==> src/rtl/trx_mode_pkg.sv <==
package trx_mode_pkg;
    typedef enum logic [2:0] {
        ST_WAIT  = 3'd0,
        ST_LOAD  = 3'd1,
        ST_ALERT = 3'd2,
        ST_RX    = 3'd3,
        ST_TX    = 3'd4,
        ST_FDD   = 3'd5,
        ST_FLUSH = 3'd6
    } trx_state_e;
endpackage

==> src/rtl/trx_seq_gate.sv <==
module trx_seq_gate (
    input  logic ctrl_en,
    input  logic rx_cal,
    input  logic tx_cal,
    input  logic req_rx,
    input  logic req_tx,
    input  logic fdd,
    output logic go_rx,
    output logic go_tx
);
    logic cal_ok;

    always_comb begin
        cal_ok = rx_cal & tx_cal;
        // transmit wins over receive; receive request is meaningless in FDD
        go_tx  = ctrl_en & cal_ok & req_tx;
        go_rx  = ctrl_en & cal_ok & req_rx & ~req_tx & ~fdd;
    end
endmodule

==> src/rtl/trx_seq_outdec.sv <==
module trx_seq_outdec
    import trx_mode_pkg::*;
(
    input  trx_state_e st,
    output logic       synth_rx,
    output logic       synth_tx,
    output logic       path_rx,
    output logic       path_tx
);
    always_comb begin
        synth_rx = 1'b1;
        synth_tx = 1'b1;
        path_rx  = 1'b0;
        path_tx  = 1'b0;
        unique case (st)
            ST_WAIT: begin
                synth_rx = 1'b0;
                synth_tx = 1'b0;
            end
            ST_RX:  path_rx = 1'b1;
            ST_TX:  path_tx = 1'b1;
            ST_FDD: begin
                path_rx = 1'b1;
                path_tx = 1'b1;
            end
            default: ;
        endcase
    end
endmodule

==> src/rtl/trx_mode_seq.sv <==
module trx_mode_seq
    import trx_mode_pkg::*;
#(
    parameter int LD_W        = 16,
    parameter int FLUSH_TICKS = 6
) (
    input  logic            clk,
    input  logic            rst_n,
    input  logic            reg_ctrl_en,
    input  logic            cmd_alert,
    input  logic            cmd_rx_on,
    input  logic            cmd_tx_on,
    input  logic            fdd_sel,
    input  logic            back_to_wait,
    input  logic            rx_synth_cal,
    input  logic            tx_synth_cal,
    input  logic [LD_W-1:0] load_delay,
    input  logic            flush_tick,
    output logic [2:0]      state_o,
    output logic            rx_synth_en,
    output logic            tx_synth_en,
    output logic            rx_path_en,
    output logic            tx_path_en
);
    localparam int FL_W  = (FLUSH_TICKS > 1) ? $clog2(FLUSH_TICKS) : 1;
    localparam int CNT_W = (LD_W > FL_W) ? LD_W : FL_W;
    localparam logic [CNT_W-1:0] FLUSH_LAST = CNT_W'(FLUSH_TICKS - 1);

    typedef struct packed {
        trx_state_e       st;
        logic [CNT_W-1:0] cnt;
        logic             ret_wait;
    } seq_t;

    seq_t seq_d, seq_q;
    logic go_rx, go_tx;

    trx_seq_gate i_gate (
        .ctrl_en (reg_ctrl_en),
        .rx_cal  (rx_synth_cal),
        .tx_cal  (tx_synth_cal),
        .req_rx  (cmd_rx_on),
        .req_tx  (cmd_tx_on),
        .fdd     (fdd_sel),
        .go_rx   (go_rx),
        .go_tx   (go_tx)
    );

    always_comb begin
        seq_d = seq_q;
        unique case (seq_q.st)
            ST_WAIT: begin
                if (reg_ctrl_en && cmd_alert) begin
                    seq_d.st              = ST_LOAD;
                    seq_d.cnt             = '0;
                    seq_d.cnt[LD_W-1:0]   = load_delay;
                end
            end
            ST_LOAD: begin
                // requests are not looked at here: they are dropped
                if (seq_q.cnt == '0) seq_d.st = ST_ALERT;
                else                 seq_d.cnt = seq_q.cnt - CNT_W'(1);
            end
            ST_ALERT: begin
                if (go_tx)      seq_d.st = fdd_sel ? ST_FDD : ST_TX;
                else if (go_rx) seq_d.st = ST_RX;
            end
            ST_RX: begin
                if (reg_ctrl_en && !cmd_rx_on) begin
                    seq_d.st       = ST_FLUSH;
                    seq_d.cnt      = '0;
                    seq_d.ret_wait = back_to_wait;
                end
            end
            ST_TX, ST_FDD: begin
                if (reg_ctrl_en && !cmd_tx_on) begin
                    seq_d.st       = ST_FLUSH;
                    seq_d.cnt      = '0;
                    seq_d.ret_wait = back_to_wait;
                end
            end
            ST_FLUSH: begin
                if (flush_tick) begin
                    if (seq_q.cnt == FLUSH_LAST)
                        seq_d.st = seq_q.ret_wait ? ST_WAIT : ST_ALERT;
                    else
                        seq_d.cnt = seq_q.cnt + CNT_W'(1);
                end
            end
            default: seq_d.st = ST_WAIT;
        endcase
    end

    always_ff @(posedge clk) begin
        if (!rst_n) begin
            seq_q.st       <= ST_WAIT;
            seq_q.cnt      <= '0;
            seq_q.ret_wait <= 1'b0;
        end else begin
            seq_q <= seq_d;
        end
    end

    trx_seq_outdec i_outdec (
        .st       (seq_q.st),
        .synth_rx (rx_synth_en),
        .synth_tx (tx_synth_en),
        .path_rx  (rx_path_en),
        .path_tx  (tx_path_en)
    );

    assign state_o = seq_q.st;
endmodule

==> config.mk <==
export PLATFORM = sky130hd
export DESIGN_NAME = trx_mode_seq
export DESIGN_NICKNAME = d
export VERILOG_FILES = /design/src/rtl/trx_mode_pkg.sv /design/src/rtl/trx_seq_gate.sv /design/src/rtl/trx_seq_outdec.sv /design/src/rtl/trx_mode_seq.sv
export SDC_FILE = /design/constraint.sdc
export NUM_CORES = 1
export LEC_CHECK = 0
export ABC_AREA = 1
export BUFFER_PORTS_ARGS = -buffer_cell sky130_fd_sc_hd__buf_2
export CAP_MARGIN = 20
export CORE_MARGIN = 2
export CORE_UTILIZATION = 42
export DETAILED_ROUTE_END_ITERATION = 16
export PLACE_DENSITY = 0.58
export RECOVER_POWER = 100
export SLEW_MARGIN = 10
export SYNTH_ARGS = -nofsm -noshare
export SYNTH_HDL_FRONTEND = slang
export SYNTH_HIERARCHICAL = 1
export SYNTH_SLANG_ARGS = --single-unit
==> constraint.sdc <==
create_clock -name clk -period 5.2 [get_ports clk]
set_input_delay 0 -clock clk [delete_from_list [all_inputs] [get_ports clk]]
set_output_delay 0 -clock clk [all_outputs]
set_load 0.02 [all_outputs]
### Yosys cells after proc, flatten, opt, wreduce, memory -nomap -nowiden

Cells that the tools add are included.

| operators by class | value |
|---|---|
| equal/unequal tests | 16 |
| multiplexer cells | 18 |
| reduce and logical (&&, ||, !) cells | 14 |
| bitwise logic cells | 8 |
| $add $sub $neg | 2 |

Operators with widths:

| operator | count |
|---|---|
| $pmux 16 s5 | 1 |
| $mux 20 | 2 |
| $mux 19 | 2 |
| $mux 16 | 2 |
| $pmux 3 s6 | 1 |
| $add 16x1->16 const B | 1 |
| $eq 16x3->1 const B | 1 |
| $logic_not 16->1 | 1 |
| $sub 16x1->16 const B | 1 |
| $ne 2x2->1 const B | 7 |
| $reduce_and 7->1 | 2 |
| $mux 3 | 4 |
| $eq 3x3->1 const B | 3 |
| $and 1x1->1 | 6 |
| $eq 3x2->1 const B | 2 |
| $reduce_bool 5->1 | 1 |
| $mux 1 | 4 |
| $reduce_or 2->1 | 2 |
| $eq 3x1->1 const B | 1 |
| $logic_and 1x1->1 | 3 |
| $logic_not 3->1 | 1 |
| $ne 3x3->1 const B | 1 |
| $reduce_and 3->1 | 1 |
| $logic_not 1->1 | 2 |
| 5 further kinds | 6 |

| storage, ports and cells | value |
|---|---|
| input bits | 27 |
| register bits | 20 |
| word-level logic and storage cells | 61 |

### Logic depth before layout (Yosys ltp)

| logic depth | value |
|---|---|
| word-level depth | 8 |
| gate-level depth with buffers | 15 |
| depth with buffers taken out | 14 |

### Cells and area by module

The synthesis kept the hierarchy.

By module, submodules not included:

| module | cells an instance | area each (um^2) | sequential area each (um^2) | instances |
|---|---|---|---|---|
| trx_mode_seq | 417 | 2245.9 | 400.4 | 1 |
| trx_seq_outdec | 10 | 46.3 | 0.0 | 1 |
| trx_seq_gate | 6 | 26.3 | 0.0 | 1 |

### Worst setup path before layout

Ideal clock, no wire load.

| path | value |
|---|---|
| kind | flip-flop to flip-flop |
| start point | register, netlist name state_o[0] |
| end point | register seq_q[11] (netlist bit) |
| clock period less this slack | 2309 ps |
| buffers on the path | 1 |
| path slack | 2891 ps |
| cell stages (with the launch flop) | 16 |
| required time | 5136 ps |
| arrival time | 2246 ps |
| path through | dfxtp_1 > buf_4 > inv_1 > nand3_1 > fa_1 > nand2_1 > nand2_1 > nand3_1 > nand2_1 > nand2_1 > nand2_1 > nand2_1 > inv_1 > nor2_1 > nor2_1 > nor2_1 |

| between the ends | value |
|---|---|
| longest elaborated chain between the ends | 4 |

RTL lines:

| element | line | RTL |
|---|---|---|
| $eq 3x3->1 | trx_mode_seq.sv:51 | `unique case (seq_q.st)` |
| $reduce_or 2->1 (no source line) | - |  |
| $reduce_bool 5->1 (no source line) / $ne 2x1->1 (equally long branches) | - |  |
| $reduce_and 7->1 (no source line) | - |  |
| to (signal assigned) | trx_mode_seq.sv:100 | `seq_q <= seq_d;` |
| to (decl) | trx_mode_seq.sv:35 | `seq_t seq_d, seq_q;` |

Parallel ways exist; a longest one is shown, timed or not.
A chain may end at the register's enable or synchronous reset.

### Worst setup path after layout

| path | value |
|---|---|
| start point | register, netlist name state_o[2] |
| end point | register seq_q[12] (netlist bit) |

| between the ends | value |
|---|---|
| longest elaborated chain between the ends | 4 |

RTL lines:

| element | line |
|---|---|
| $eq 3x3->1 | trx_mode_seq.sv:51 |
| $reduce_or 2->1 (no source line) | - |
| $reduce_bool 5->1 (no source line) / $ne 2x1->1 (equally long branches) | - |
| $reduce_and 7->1 (no source line) | - |

Parallel ways exist; a longest one is shown, timed or not.

==> run_results.csv <==
group,metric,value,unit
critical_path,cp_top_family,"simple AND/OR/NAND/NOR gates",
logic_synthesis,synth_fa_ha_area_frac,0.0896,
min_path,hold_path_end,"seq_q[0]",
drt,drt_iter0_drc,102,
floorplanning,initial_core_util,0.429,
drt,drt_pre_antenna_iters,4,
logic_synthesis,synth_edf_count,0,
placement,hpwl,4630,um
logic_synthesis,syn_avg_cell_area,5.35,um2
logic_synthesis,synthFlopType,"dfxtp_1",
global_routing,grt_usage,0.203,
critical_path,critPathLaunchType,"flip-flop",
logic_synthesis,synthMuxAreaShare,0,
sta,period_share,0.553,
cells_and_area,diodes,0,
sta,fin_skew,1.38,ps
global_routing,antenna_found_initial,0,
critical_path,critical_path.max_stage_delay,680,ps
clock_tree,path_clk_slew,80,ps
logic_synthesis,async_flop_share,0,
status,status,"finished clean",
cells_and_area,drive_gt1_frac,0.0941,
logic_synthesis,synth_top_family_by_area,"simple AND/OR/NAND/NOR gates",
drt,via_per_inst,4.73,
logic_synthesis,ys_warn_count,6,
clock_tree,numCtsBuffers,3,
clock_tree,clkLatencyLatePin,270,ps
critical_path,arrival,3080,ps
logic_synthesis,syn_nets,476,
floorplanning,pin_count,34,
critical_path,reg2reg_depth,11,
logic_synthesis,synth-seq-area-share,0.173,
drt,drcViolationCount,0,
drt,finalWirelength,5920,um
sta,tightest_slew,810,ps
sta,relSlewSlack,0.459,
global_routing,grt_pass1_wl,10100,um
sta,min_period,2870,ps
drt,avgRoutedWirePerCell,11.2,um
flow_run,max_cap_viol_count,0,
floorplanning,die_w,78.3,um
floorplanning,coreArea,0.00541,mm2
sta,slew_violations,0,
clock_tree,cts_hold_buf,0,
critical_path,crit_top_cell,"nand2_1",
floorplanning,fp-row-count,27,
clock_tree,post-cts-setup-buffers,0,
placement,port_buffers,33,
critical_path,cp-end-kind,"flip-flop",
critical_path,cp.required,5400,ps
min_path,hold_path.class,"in -> reg",
global_routing,gr-total-overflow,0,
cells_and_area,final_nets,502,
sta,rsz0062_at_grt,"no",
critical_path,r2r-end,"seq_q[12]",
logic_synthesis,synth_cells,433,
critical_path,slowest_stage,"nand3_1",
sta,setup_viol,0,
logic_synthesis,yosys.area.top_type,"nand2_1",
cells_and_area,area_growth,7.93,%
placement,gp_congestion,0.782,
drt,postRouteAntennaNets,0,
min_path,min_from,"back_to_wait",
critical_path,cp_num_buf_inv,1,
logic_synthesis,synth_xor_area_frac,0.00378,
logic_synthesis,synth-simple-area-share,0.486,
critical_path,crit_chain,"nand3_1 > ha_1 > nand2_1 > inv_1 > a21oi_1 > nand2_1 > nand2_1 > nand2_1 > nand2_1 > nand3_1 > a21oi_1",
logic_synthesis,synth.top_cell.area_share,0.238,
clock_tree,clockBufferDepth,2,
critical_path,reg2reg_slack,2330,ps
logic_synthesis,synthTopCellsByArea,"nand2_1 24%, dfxtp_1 17%, inv_1 12%, nor2_1 12%, ha_1 8.1%",
critical_path,path_max_fanout,18,
critical_path,r2r-start,"state_o[2]",
clock_tree,htree_levels,1,
clock_tree,cts_resized,0,
floorplanning,die_h,78.3,um
min_path,hold_path_depth,3,
logic_synthesis,ys_types,31,
critical_path,crit_type,"reg -> reg",
sta,finalHoldViolations,0,
sta,fin_tns_setup,0,ps
global_routing,grt_pass1_vias,2263,
drt,vias,2501,
logic_synthesis,synth_area,0.00232,mm2
clock_tree,cts-root-buf,"clkbuf_8",
clock_tree,cts_tree,"done",
logic_synthesis,yosysMostFrequentCell,"nand2_1",
logic_synthesis,synth_compound_area_frac,0.0836,
clock_tree,cts.sink_count,20,
global_routing,grt_max_degree,24,
logic_synthesis,ys_ff_latch,20,
floorplanning,die-area,0.00613,mm2
logic_synthesis,synth_common_cells,"147 x nand2_1, 73 x inv_1, 72 x nor2_1",
sta,fmax,348,MHz
==> cell usage in the layout (no fill, tap or decap), drive strengths merged <==
| cell | Yosys | final |
|---|---|---|
| nand4 | 4 | 4 |
| nand3 | 32 | 32 |
| buf | 11 | 26 |
| nor2 | 76 | 76 |
| nand3b | 2 | 2 |
| or2 | 1 | 1 |
| xor2 | 1 | 1 |
| clkbuf | 1 | 10 |
| nor3 | 4 | 4 |
| o21a | 1 | 1 |
| a22o | 1 | 1 |
| and2 | 2 | 2 |
| dfxtp | 20 | 20 |
| ha | 15 | 15 |
| nand2 | 152 | 152 |
| a21oi | 20 | 20 |
| o31ai | 1 | 1 |
| fa | 1 | 1 |
| inv | 76 | 76 |
| o21bai | 1 | 1 |
| o21ai | 11 | 11 |
==> worst max-delay path by stage <==
stage,cells after the start,end,startpoint,slack [ps]
finish,11,seq_q[12],state_o[2],2330
global route,11,seq_q[12],state_o[2],1950
CTS,11,seq_q[12],state_o[2],2330
detailed placement,12,seq_q[11],state_o[2],2350
global placement,11,seq_q[12],state_o[2],2400
floorplan,15,seq_q[11],state_o[0],2890
==> tightest hold or removal path: stages <==
cell and delay [ps]:
buf_2 80, o21ai_0 70, a21oi_1 110
==> state kept, by name, indices dropped and copies added, names as in the netlist <==
| signal | cells |
|---|---|
| seq_q | 17 |
| state_o | 3 |
==> cell type report <==
type / count / area (um2)
clock buffer: 3 / 41.3
fill: 626 / 2900
inverter: 76 / 285
multi-input combinational: 325 / 1530
sequential: 20 / 400
tap: 72 / 90.1
timing repair buffer: 33 / 156
==> logic make-up after synthesis <==
logic type,count (synthesis)
simple gates,273
compound gates,35
fa+ha+maj,16
xor+xnor,1
flops,20
buf+inv,88
==> routing by layer <==
metal / up-vias / track usage / part of all wire
met1: 1082 / 0.271 / 0.51
met4: 0 / 0.0544 / 0.014
met5: - / 0 / 0
met3: 7 / 0.0138 / 0.026
met2: 42 / 0.354 / 0.45
li1: 1370 / - / -
==> stage by stage <==
stage / worst slack [ps] / area [um2] / std cells / hold slack [ps] / util
final: 2330 / 2500 / 529 / 26.1 / 0.463
after global routing: 1950 / 2500 / 529 / 101 / 0.463
after CTS: 2330 / 2520 / 529 / 30.0 / 0.466
after detailed placement: 2350 / 2480 / 526 / 307 / 0.459
after global placement: 2400 / 2480 / 526 / 288 / 0.459
after floorplan: 2890 / 2320 / 433 / 191 / -
Power is not shown: default switching activity piles up to over one toggle a cycle in this logic, so the estimate is an artifact.
